===== config.mk =====
export PLATFORM = sky130hd
export DESIGN_NAME = rx_byte_reasm
export DESIGN_NICKNAME = d
export VERILOG_FILES = /design/src/rtl/rx_reasm_pkg.sv /design/src/rtl/rx_rst_sync.sv /design/src/rtl/rx_nib_pack.sv /design/src/rtl/rx_tail_hold.sv /design/src/rtl/rx_byte_reasm.sv
export SDC_FILE = /design/constraint.sdc
export NUM_CORES = 1
export LEC_CHECK = 0
export BUFFER_PORTS_ARGS = -buffer_cell sky130_fd_sc_hd__buf_2
export CAP_MARGIN = 5
export CORE_AREA = 2 2 52 54
export DETAILED_ROUTE_END_ITERATION = 8
export DIE_AREA = 0 0 54 56
export GPL_ROUTABILITY_DRIVEN = 1
export PLACE_DENSITY_LB_ADDON = 0.1
export SLEW_MARGIN = 20
export SYNTH_ARGS = -nofsm -noshare
export SYNTH_HDL_FRONTEND = slang
export SYNTH_HIERARCHICAL = 1
export SYNTH_SLANG_ARGS = --single-unit

===== constraint.sdc =====
create_clock -name clk -period 1.4 [get_ports clk]
set_input_delay 0.14 -clock clk [delete_from_list [all_inputs] [get_ports clk]]
set_output_delay 0.14 -clock clk [all_outputs]
set_load 0.05 [all_outputs]

===== src/rtl/rx_reasm_pkg.sv =====
package rx_reasm_pkg;
  localparam int BYTE_W = 8;
  localparam int NIB_W  = BYTE_W / 2;

  typedef struct packed {
    logic [BYTE_W-1:0] data;
    logic              err;
  } rx_byte_t;
endpackage


===== src/rtl/rx_rst_sync.sv =====
module rx_rst_sync #(
  parameter int STAGES = 2
) (
  input  logic clk,
  input  logic arst_n,
  output logic srst_n
);
  logic [STAGES-1:0] chain_q;

  always_ff @(posedge clk or negedge arst_n) begin
    if (!arst_n) chain_q <= '0;
    else         chain_q <= {chain_q[STAGES-2:0], 1'b1};
  end

  assign srst_n = chain_q[STAGES-1];
endmodule


===== src/rtl/rx_nib_pack.sv =====
module rx_nib_pack
  import rx_reasm_pkg::*;
#(
  parameter logic [7:0] SYNC_CODE = 8'hD5
) (
  input  logic              clk,
  input  logic              rst_n,
  input  logic              clk_en,
  input  logic              nibble_mode,
  input  logic [BYTE_W-1:0] rx_d,
  input  logic              rx_dv,
  input  logic              rx_er,
  output logic              byte_fire,
  output rx_byte_t          byte_val,
  output logic              frame_end
);
  logic [BYTE_W-1:0] asm_q, asm_n;
  logic              phase_q, phase_n;
  logic              sync_q, sync_n;
  logic              acc_q, acc_n;
  logic [BYTE_W-1:0] shifted;
  logic              merged, hit, emit;

  assign shifted = {rx_d[NIB_W-1:0], asm_q[BYTE_W-1:NIB_W]};
  assign merged  = acc_q | rx_er;
  assign hit     = !sync_q && (shifted == SYNC_CODE);
  assign emit    = phase_q | hit;

  always_comb begin
    asm_n         = asm_q;
    phase_n       = phase_q;
    sync_n        = sync_q;
    acc_n         = acc_q;
    byte_fire     = 1'b0;
    byte_val.data = rx_d;
    byte_val.err  = rx_er;
    frame_end     = 1'b0;
    if (clk_en) begin
      if (!rx_dv) begin
        frame_end = 1'b1;
        asm_n     = '0;
        phase_n   = 1'b0;
        sync_n    = 1'b0;
        acc_n     = 1'b0;
      end else if (nibble_mode) begin
        asm_n         = shifted;
        byte_fire     = emit;
        byte_val.data = shifted;
        byte_val.err  = merged;
        phase_n       = !emit;
        acc_n         = emit ? 1'b0 : merged;
        if (hit) sync_n = 1'b1;
      end else begin
        byte_fire = 1'b1;
      end
    end
  end

  always_ff @(posedge clk or negedge rst_n) begin
    if (!rst_n) begin
      asm_q   <= '0;
      phase_q <= 1'b0;
      sync_q  <= 1'b0;
      acc_q   <= 1'b0;
    end else begin
      asm_q   <= asm_n;
      phase_q <= phase_n;
      sync_q  <= sync_n;
      acc_q   <= acc_n;
    end
  end

  assert_state_clear_R11: assert property (@(posedge clk) disable iff (!rst_n)
    (clk_en && !rx_dv) |=> (!sync_q && !phase_q && !acc_q));

  assert_sync_sticky_R6: assert property (@(posedge clk) disable iff (!rst_n)
    (sync_q && clk_en && rx_dv) |=> sync_q);

  assert_pair_done_R4: assert property (@(posedge clk) disable iff (!rst_n)
    (clk_en && rx_dv && nibble_mode && phase_q) |=> !phase_q);

  assert_idle_hold_R10: assert property (@(posedge clk) disable iff (!rst_n)
    !clk_en |=> ($stable(sync_q) && $stable(phase_q) && $stable(acc_q)));
endmodule


===== src/rtl/rx_tail_hold.sv =====
module rx_tail_hold
  import rx_reasm_pkg::*;
(
  input  logic              clk,
  input  logic              rst_n,
  input  logic              in_fire,
  input  rx_byte_t          in_val,
  input  logic              frame_end,
  output logic              out_valid,
  output logic [BYTE_W-1:0] out_data,
  output logic              out_err,
  output logic              out_last
);
  rx_byte_t pend_q, pend_n;
  logic     pend_v_q, pend_v_n;
  rx_byte_t out_q, out_n;
  logic     ov_q, ov_n, ol_q, ol_n;

  always_comb begin
    pend_n   = pend_q;
    pend_v_n = pend_v_q;
    out_n    = out_q;
    ov_n     = 1'b0;
    ol_n     = 1'b0;
    if (in_fire) begin
      if (pend_v_q) begin
        ov_n  = 1'b1;
        out_n = pend_q;
      end
      pend_n   = in_val;
      pend_v_n = 1'b1;
    end else if (frame_end && pend_v_q) begin
      ov_n     = 1'b1;
      ol_n     = 1'b1;
      out_n    = pend_q;
      pend_v_n = 1'b0;
    end
  end

  always_ff @(posedge clk or negedge rst_n) begin
    if (!rst_n) begin
      pend_q   <= '0;
      pend_v_q <= 1'b0;
      out_q    <= '0;
      ov_q     <= 1'b0;
      ol_q     <= 1'b0;
    end else begin
      pend_q   <= pend_n;
      pend_v_q <= pend_v_n;
      out_q    <= out_n;
      ov_q     <= ov_n;
      ol_q     <= ol_n;
    end
  end

  assign out_valid = ov_q;
  assign out_data  = out_q.data;
  assign out_err   = out_q.err;
  assign out_last  = ol_q;

  assert_last_has_valid_R8: assert property (@(posedge clk) disable iff (!rst_n)
    out_last |-> out_valid);

  assert_valid_from_pend_R2: assert property (@(posedge clk) disable iff (!rst_n)
    out_valid |-> $past(pend_v_q));

  assert_empty_after_last_R8: assert property (@(posedge clk) disable iff (!rst_n)
    out_last |-> !pend_v_q);
endmodule


===== src/rtl/rx_byte_reasm.sv =====
module rx_byte_reasm
  import rx_reasm_pkg::*;
#(
  parameter logic [7:0] SYNC_CODE  = 8'hD5,
  parameter int         RST_STAGES = 2
) (
  input  logic              clk,
  input  logic              rst_n,
  input  logic              clk_en,
  input  logic              nibble_mode,
  input  logic [BYTE_W-1:0] rx_d,
  input  logic              rx_dv,
  input  logic              rx_er,
  output logic              out_valid,
  output logic [BYTE_W-1:0] out_data,
  output logic              out_err,
  output logic              out_last
);
  logic     rst_s_n;
  logic     fire, fend;
  rx_byte_t bval;

  rx_rst_sync #(.STAGES(RST_STAGES)) u_rst (
    .clk(clk), .arst_n(rst_n), .srst_n(rst_s_n));

  rx_nib_pack #(.SYNC_CODE(SYNC_CODE)) u_pack (
    .clk(clk), .rst_n(rst_s_n), .clk_en(clk_en), .nibble_mode(nibble_mode),
    .rx_d(rx_d), .rx_dv(rx_dv), .rx_er(rx_er),
    .byte_fire(fire), .byte_val(bval), .frame_end(fend));

  rx_tail_hold u_hold (
    .clk(clk), .rst_n(rst_s_n), .in_fire(fire), .in_val(bval), .frame_end(fend),
    .out_valid(out_valid), .out_data(out_data), .out_err(out_err), .out_last(out_last));

  assert_mid_byte_src_R2: assert property (@(posedge clk) disable iff (!rst_s_n)
    (out_valid && !out_last) |-> $past(clk_en && rx_dv));

  assert_last_on_end_R8: assert property (@(posedge clk) disable iff (!rst_s_n)
    (out_valid && out_last) |-> $past(clk_en && !rx_dv));

  assert_quiet_in_reset_R1: assert property (@(posedge clk)
    !rst_s_n |-> (!out_valid && !out_last));
endmodule


Word-level counts from Yosys, hierarchy flattened
Index checks and enable logic that the tools add are counted.
{"block": "classes", "mux": 27, "n_bitwise": 2, "n_reduce_logical": 8, "n_eq_ne": 4}
{"cell": "$mux W9", "count": 6}
{"cell": "$mux W1", "count": 19}
{"cell": "$mux W8", "count": 2}
{"cell": "$eq A8 B8 Y1 const B", "count": 1}
{"cell": "$ne A2 B1 Y1 const B", "count": 2}
{"cell": "$reduce_and A2 Y1", "count": 2}
{"cell": "$reduce_and A3 Y1", "count": 1}
{"cell": "$logic_and A1 B1 Y1", "count": 2}
{"cell": "$logic_not A1 Y1", "count": 2}
{"cell": "$ne A2 B2 Y1 const B", "count": 1}
{"cell": "$or A1 B1 Y1", "count": 2}
{"cell": "$reduce_bool A2 Y1", "count": 1}
{"block": "word_totals", "wordCells": 53, "in_bits": 14, "regBits": 34, "out_inout_bits": 11}

Logic depth before layout (Yosys ltp)
Gate-level depths: netlist (run 1).
{"block": "logic_depth", "depth_word": 8, "ltp_mapped": 5, "mapped_depth_nobuf": 5}

Hierarchy
The synthesis (run 1) kept the hierarchy.
{"module": "rx_tail_hold", "area_per_inst_um2": 774.5, "instances": 1, "cells_per_inst": 46, "seq_area_each_um2": 525.5}
{"module": "rx_nib_pack", "area_per_inst_um2": 493.0, "instances": 1, "cells_per_inst": 41, "seq_area_each_um2": 175.2}
{"module": "rx_rst_sync", "area_per_inst_um2": 53.8, "instances": 1, "cells_per_inst": 3, "seq_area_each_um2": 50.0}

Least setup slack after synthesis (run 1)
Ideal clock, no wire load.
{"block": "synth_path", "path_kind": "reg-to-reg", "startpoint": "register u_pack.asm_q[7]", "endpoint": "register u_hold/pend_q[0] in the netlist's numbering", "setup_slack_ns": -0.496, "required_time_ns": 1.275, "stages_incl_launch_ff": 6, "setup_ns": 0.125, "period_less_slack_ns": 1.896, "n_path_buf": 1, "arrival_ns": 1.771, "cell_sequence": "dfrtp_1 -> and4bb_2 -> nand3b_1 -> a21boi_0 -> buf_4 -> mux2_2"}
{"block": "synth_between", "elab_chain_len": 6}
{"item": "from (decl)", "line": "rx_nib_pack.sv:17", "rtl": "logic [BYTE_W-1:0] asm_q, asm_n;"}
{"item": "from (signal assigned)", "line": "rx_nib_pack.sv:66", "rtl": "asm_q <= asm_n;"}
{"item": "$eq A8 B8 Y1", "line": "rx_nib_pack.sv:26", "rtl": "assign hit = !sync_q && (shifted == SYNC_CODE);"}
{"item": "$logic_and A1 B1 Y1", "line": "rx_nib_pack.sv:26"}
{"item": "$or A1 B1 Y1", "line": "rx_nib_pack.sv:27", "rtl": "assign emit = phase_q | hit;"}
{"item": "$mux W1", "line": "rx_nib_pack.sv:45", "rtl": "end else if (nibble_mode) begin"}
{"item": "$mux W1", "line": "rx_nib_pack.sv:39", "rtl": "if (!rx_dv) begin"}
{"item": "$mux W1", "line": "rx_nib_pack.sv:38", "rtl": "if (clk_en) begin"}
{"item": "named net fire", "line": "rx_byte_reasm.sv:20", "rtl": "logic fire, fend;"}
{"item": "to (signal assigned)", "line": "rx_tail_hold.sv:48", "rtl": "pend_q <= pend_n;"}
{"item": "to (decl)", "line": "rx_tail_hold.sv:14", "rtl": "rx_byte_t pend_q, pend_n;"}
The timed path passes the listed nets, and every way through them passes these cells.
A chain may end at the register's enable or synchronous reset.

Worst setup path in the final report (run 1)
{"block": "layout_path", "startpoint": "register u_pack.asm_q[7]", "endpoint": "register u_hold.out_q (netlist bit u_hold/out_data[3])"}
{"block": "layout_between", "elab_chain_len": 8, "word_cells_on_any_way": 10, "classes_between": "eq/ne: 2; mux: 4; bitwise: 1; reduce/logical: 3"}
{"item": "$eq A8 B8 Y1 (*)", "line": "rx_nib_pack.sv:26"}
{"item": "$logic_and A1 B1 Y1 (*)", "line": "rx_nib_pack.sv:26"}
{"item": "$or A1 B1 Y1 (*)", "line": "rx_nib_pack.sv:27"}
{"item": "$mux W1 (*)", "line": "rx_nib_pack.sv:45"}
{"item": "$mux W1 (*)", "line": "rx_nib_pack.sv:39"}
{"item": "$mux W1 (*)", "line": "rx_nib_pack.sv:38"}
{"item": "named net fire", "line": "rx_byte_reasm.sv:20"}
{"item": "$ne A2 B1 Y1 (no line) or $reduce_bool A2 Y1 (tied branches)"}
{"item": "$reduce_and A2 Y1 (no line)"}
{"item": "to (signal assigned)", "line": "rx_tail_hold.sv:50", "rtl": "out_q <= out_n;"}
{"item": "to (decl)", "line": "rx_tail_hold.sv:16", "rtl": "rx_byte_t out_q, out_n;"}
The timed path passes the listed nets; every way through them passes the cells marked *.

==> results.cfg, run 1 <==
[timing]
fin_ws_ns = -0.317
setup_viol = 22
fmax_ghz = 0.582
skew_ns = 0.0101
finalCriticalPeriod_ns = 1.72
fin_crit_sh_pct = 123
timing.hold.ws_ns = 0.129
hold_violations = 0
slew_violations = 0
rsz0062_at_grt = yes

[drt]
ant_nets = 0
dr.pass1.iters = 4
first_iter_violations = 11
routed_wirelength_um = 2800
wl_per_cell_um = 16.2
dr_total_vias = 926
drc = 0
viasPerCell = 5.35

[logic_synthesis]
synth_nets = 104
yosysSeqAreaShare_pct = 56.8
yosys-top-cells-area = dfrtp_1, mux2_2, mux2_4
ys_ff_latch = 30
yosys_warnings = 6
synthCells = 90
synth.cell_area_mm2 = 0.00132
yosysUniqueCellTypes = 25
synth_top_area_share_pct = 56.8
synth_top_area_cell = dfrtp_1
syn_avg_cell_area_um2 = 14.7

[clock_network]
cts_tree = yes
root_buffer = clkbuf_4
clk_pin_slew_ns = 0.08
numCtsBuffers = 5
cts_buffer_depth = 2
cts_sinks = 30
cts.htree.levels = 2
worstSkewPairLatency_ns = 0.32

[pwr]
p_per_area_mw_per_mm2 = 1550
p_leak_nw = 0.902
vdd_drop_max_mv = 1.23

[setup_path]
rrSetupSlack_ns = -0.32
critPathKind = reg2reg
slowest_stage = dfrtp_1
critPathMaxStageDelay_ns = 0.38
path_buf_inv = 1
worstPathArrival_ns = 1.92
path_cells = and4bb_2 > nand3b_1 > a21boi_4 > o21ai_4 > buf_12 > mux2_2
start_kind = register
reg2reg_from = u_pack/asm_q[7]
endpoint_kind = register
crit_family = simple AND/OR/NAND/NOR gates
r2r-end = u_hold/out_data[3]
cp_max_fo = 10
cp.required_ns = 1.60
r2r_cells = 6

[outcome]
violations = setup timing
status = complete, but fails checks

[die]
dieArea_mm2 = 0.00302
start_util_pct = 54.3
io_pins = 25
die-height_um = 56
coreArea_mm2 = 0.00243
die_w_um = 54
row_count = 18

[global_routing]
grt_util_all_layers_pct = 21.3
first_global_vias = 1019
grt_pass1_wl_um = 4560
grt-ovfl-total = 0
antenna_found_initial = 0
grt_max_degree = 29

[layout]
drive_above_1_share_pct = 59.4
fillers = 161
antenna_cells = 0
final_nets = 158
area_growth_pct = 35.5
fin_util_pct = 73.6

[worst_hold_path]
worstHoldPathType = in2async

[place]
port-buffer-count = 24
gp_congestion = 0.795
place_hpwl_um = 1940

[flow_run]
maxCapViolCount = 0
## placed cells by master (no fill, tap or decap), types with 2 or more instances in the layout
cell type and instances:
a21boi_0 2, a21o_1 2, a22o_1 4, and4b_1 2
buf_12 2, buf_2 24, buf_4 19, buf_6 3
clkbuf_4 5, dfrtp_1 30, inv_1 2, mux2_2 12
mux2_4 14, nand2_1 2, nand2b_1 2, nor2b_1 2
## worst max-delay path by stage
stage	endpoint	from	cells after the start	slack [ns]
detailed placement	u_hold/pend_q[0]	u_pack/asm_q[7]	5	-0.31
global placement	u_hold/pend_q[6]	u_pack/asm_q[7]	5	-0.24
finish	u_hold/out_data[3]	u_pack/asm_q[7]	6	-0.32
floorplan	u_hold/pend_q[0]	u_pack/asm_q[7]	5	-0.24
global route	u_hold/out_data[3]	u_pack/asm_q[7]	6	-0.37
CTS	u_hold/out_data[3]	u_pack/asm_q[7]	6	-0.28
## registers in the layout (all words and copies together), names as in the netlist
name and flops:
u_hold/out_data 8, u_rst/chain_q 2, u_hold/out_last 1, u_pack/sync_q 1, u_hold/pend_v_q 1, u_hold/pend_q 9, u_pack/asm_q 4, u_hold/out_err 1
u_pack/acc_q 1, u_hold/out_valid 1, u_pack/phase_q 1
## timing repair
action,in CTS,in global routing
hold buffers,1,0
setup buffers,3,5
gates resized for setup,7,3
setup endpoints to repair,21,22
hold endpoints to repair,2,0
pin swaps,3,0
## power breakdown
group          switching, mW  internal [mW]
sequential             0.109           1.08
combinational          0.691          0.408
clock                  0.263          0.226
total                   1.06           1.72
## kinds of logic after synthesis
kind of cell           Yosys count  share of synthesized area [%]
multiplexers                    26                           23.6
buffers and inverters            5                           3.13
AND/OR/NAND/NOR                 14                           7.01
other                            1                          0.284
AO/OA/AOI/OAI                   14                           9.19
flip-flops                      30                           56.8
## metrics by stage
step / std cells / power, mW / TNS (ns) / setup WS (ns) / area [um2]
floorplan: 90 / 1.99 / -3.39 / -0.238 / 1360
global placement: 160 / 2.25 / -3.76 / -0.239 / 1650
detailed placement: 160 / 2.29 / -5.03 / -0.311 / 1650
CTS: 170 / 2.80 / -4.88 / -0.284 / 1760
global route: 173 / 2.94 / -7.02 / -0.374 / 1790
finish: 173 / 2.78 / -5.56 / -0.317 / 1790
## layout make-up
| cell class | count | area, um2 | area share [%] |
|---|---|---|---|
| Timing Repair Buffer | 50 | 362 | 20.2 |
| Tap cell | 30 | 37.5 | 2.10 |
| Inverter | 2 | 7.51 | 0.419 |
| Clock buffer | 6 | 51.3 | 2.87 |
| Multi-Input combinational cell | 55 | 582 | 32.5 |
| Sequential cell | 30 | 751 | 41.9 |
## worst register-to-register path, cell delays in order (launching register included)
cell	delay [ns]
dfrtp_1	0.38
and4bb_2	0.30
nand3b_1	0.15
a21boi_4	0.26
o21ai_4	0.08
buf_12	0.15
mux2_2	0.28
## synthesized netlist by cell type
| cell type | number |
|---|---|
| mux2_4 | 5 |
| a22o_1 | 4 |
| nand3b_1 | 1 |
| a41oi_1 | 1 |
| a21boi_0 | 3 |
| o21ai_0 | 1 |
| nor2b_1 | 2 |
| and3_1 | 1 |
| a2bb2oi_1 | 1 |
| a32o_1 | 1 |
| buf_4 | 1 |
| a21o_1 | 2 |
| mux2_2 | 21 |
| buf_6 | 1 |
| nor2_1 | 2 |
| and4bb_2 | 1 |
| and4b_1 | 2 |
| nand2_1 | 2 |
| and2_1 | 1 |
| buf_8 | 1 |
| nand2b_1 | 2 |
| dfrtp_1 | 30 |
| inv_1 | 2 |
| o21ai_4 | 1 |
| conb_1 | 1 |
## metal layers
layer  vias to the layer above  track usage (%)  part of all wire (%)
li1                        433                -                     -
met1                       452             25.2                    43
met2                        31             33.6                    49
met3                        10             8.33                   5.2
met4                         0             8.93                   3.0
met5                         -                0                     0
No activity file was read; power rests on OpenSTA's default activity.
==> run 2, diff against run 1 <==
--- a/config.mk
+++ b/config.mk
@@ -7,9 +7,9 @@
 export LEC_CHECK = 0
 export BUFFER_PORTS_ARGS = -buffer_cell sky130_fd_sc_hd__buf_2
 export CAP_MARGIN = 5
-export CORE_AREA = 2 2 52 54
+export CORE_AREA = 2 2 55 57
 export DETAILED_ROUTE_END_ITERATION = 8
-export DIE_AREA = 0 0 54 56
+export DIE_AREA = 0 0 57 59
 export GPL_ROUTABILITY_DRIVEN = 1
 export PLACE_DENSITY_LB_ADDON = 0.1
 export SLEW_MARGIN = 20
==> run 2 against run 1 <==
The flow still finishes with violations (setup timing). Global-route usage shrank 4.3 points. Count of clock-buffer cells in the layout shrank 1. Worst setup slack worse by 0.021 ns. Worst hold slack got worse by 0.036 ns. Combinational power is 4% lower. First-iteration DRC count is 45% higher. Final area fell by 2.1%. Total power is 4.8% higher. Cell count decreased by 1.2%. Critical endpoint is now u_hold/out_data[6].
==> results.cfg, run 2 (same netlist as run 1, synthesis figures left out) <==
[setup_path]
critPathKind = reg2reg
rrSetupSlack_ns = -0.34
r2r-end = u_hold/out_data[6]
critPathMaxStageDelay_ns = 0.41
start_kind = register
worstPathArrival_ns = 1.95
r2r_cells = 6
reg2reg_from = u_pack/asm_q[5]
cp.required_ns = 1.62
cp_max_fo = 3
endpoint_kind = register
path_cells = and4b_1 > nand3b_1 > a21boi_4 > o21ai_4 > buf_4 > mux2_2
slowest_stage = dfrtp_1

[clock_network]
clk_pin_slew_ns = 0.09
root_buffer = clkbuf_4
cts_buffer_depth = 2
cts_tree = yes
numCtsBuffers = 5
cts.htree.levels = 2
worstSkewPairLatency_ns = 0.32
cts_sinks = 30

[outcome]
status = complete, but fails checks
violations = setup timing

[die]
die_w_um = 57
dieArea_mm2 = 0.00336
start_util_pct = 48.8
coreArea_mm2 = 0.00271
die-height_um = 59
row_count = 19
io_pins = 25

[drt]
ant_nets = 0
viasPerCell = 5.10
dr.pass1.iters = 3
drc = 0
routed_wirelength_um = 2450
wl_per_cell_um = 14.3
dr_total_vias = 872
first_iter_violations = 16

[layout]
largest_register = u_hold/pend_q
final_common_cell = dfrtp_1
layout_common_cells = dfrtp_1, buf_2, buf_4
antenna_cells = 0
largest_reg_flops = 9
fillers = 221
fin_area_mm2 = 0.00175
area_growth_pct = 32.7
drive_above_1_share_pct = 57.9
final_nets = 153
fin_util_pct = 64.7

[timing]
skew_ns = 0.0122
fin_ws_ns = -0.338
rsz0062_at_grt = yes
finalCriticalPeriod_ns = 1.74
timing.hold.ws_ns = 0.0931
slew_violations = 0
hold_violations = 0
fmax_ghz = 0.575
fin_crit_sh_pct = 124
setup_viol = 21

[pwr]
p_per_area_mw_per_mm2 = 1660
vdd_drop_max_mv = 1.50
p_leak_nw = 0.881
power_mw = 2.91

[place]
gp_congestion = 0.759
place_hpwl_um = 1780
port-buffer-count = 24
place_area_mm2 = 0.00164

[global_routing]
grt_max_degree = 29
grt_pass1_wl_um = 4240
first_global_vias = 922
grt-ovfl-total = 0
grt_util_all_layers_pct = 17.0
antenna_found_initial = 0

[flow_run]
maxCapViolCount = 0

[worst_hold_path]
whs_endpoint = u_pack/asm_q[5]
min_from = rx_d[1]
min_path_cells = 2
worstHoldPathType = in2reg
run 2: cell type report:
type	count	area, um2	share of cell area (%)
Sequential cell	30	751	42.8
Multi-Input combinational cell	55	574	32.8
Timing Repair Buffer	45	304	17.3
Clock inverter	3	40.0	2.28
Tap cell	31	38.8	2.21
Clock buffer	5	37.5	2.14
Inverter	2	7.51	0.428
run 2: worst max path at each step:
stage	start	endpoint	slack, ns	cells past startpoint
2_1_floorplan	u_pack/asm_q[7]	u_hold/pend_q[0]	-0.24	5
3_3_place_gp	u_pack/asm_q[7]	u_hold/pend_q[0]	-0.25	5
3_5_place_dp	u_pack/asm_q[7]	u_hold/pend_q[3]	-0.33	5
4_1_cts	u_pack/asm_q[7]	u_hold/out_data[6]	-0.32	6
5_1_grt	u_pack/asm_q[5]	u_hold/out_data[0]	-0.43	6
6_report	u_pack/asm_q[5]	u_hold/out_data[6]	-0.34	6
run 2: report_power, final:
part	internal, mW	switching, mW	total (mW)
sequential	1.08	0.105	1.19
combinational	0.392	0.671	1.06
clock	0.370	0.293	0.662
total	1.84	1.07	2.91
run 2: worst max-delay path: cells and delay by family (launching register included):
| family | cells | cell delay (ns) |
|---|---|---|
| multiplexers | 1 | 0.26 |
| buffers and inverters | 1 | 0.16 |
| AO/OA/AOI/OAI | 2 | 0.35 |
| AND/OR/NAND/NOR | 2 | 0.46 |
| flip-flops | 1 | 0.41 |
run 2: per-layer routing:
layer / global-route usage (%) / share of wire [%] / vias to the layer above
met5: 0 / 0 / -
met4: 8.97 / 1.3 / 0
met3: 4.37 / 4.2 / 4
met2: 27.3 / 49 / 20
met1: 21.3 / 46 / 424
li1: - / - / 424
run 2: timing repair:
item                                   4_1_cts  5_1_grt
setup endpoints to repair                   21       22
pin swaps                                    2        0
endpoints found under the hold margin        2        0
hold buffers                                 1        0
gates resized for setup                      4        1
buffers inserted                             0        1
run 2: through the flow:
| step | instances | setup TNS [ns] | worst slack [ns] |
|---|---|---|---|
| 2_1_floorplan | 90 | -3.39 | -0.238 |
| 3_3_place_gp | 161 | -4.11 | -0.250 |
| 3_5_place_dp | 161 | -5.55 | -0.328 |
| 4_1_cts | 170 | -5.22 | -0.316 |
| 5_1_grt | 171 | -7.77 | -0.435 |
| 6_report | 171 | -5.95 | -0.338 |
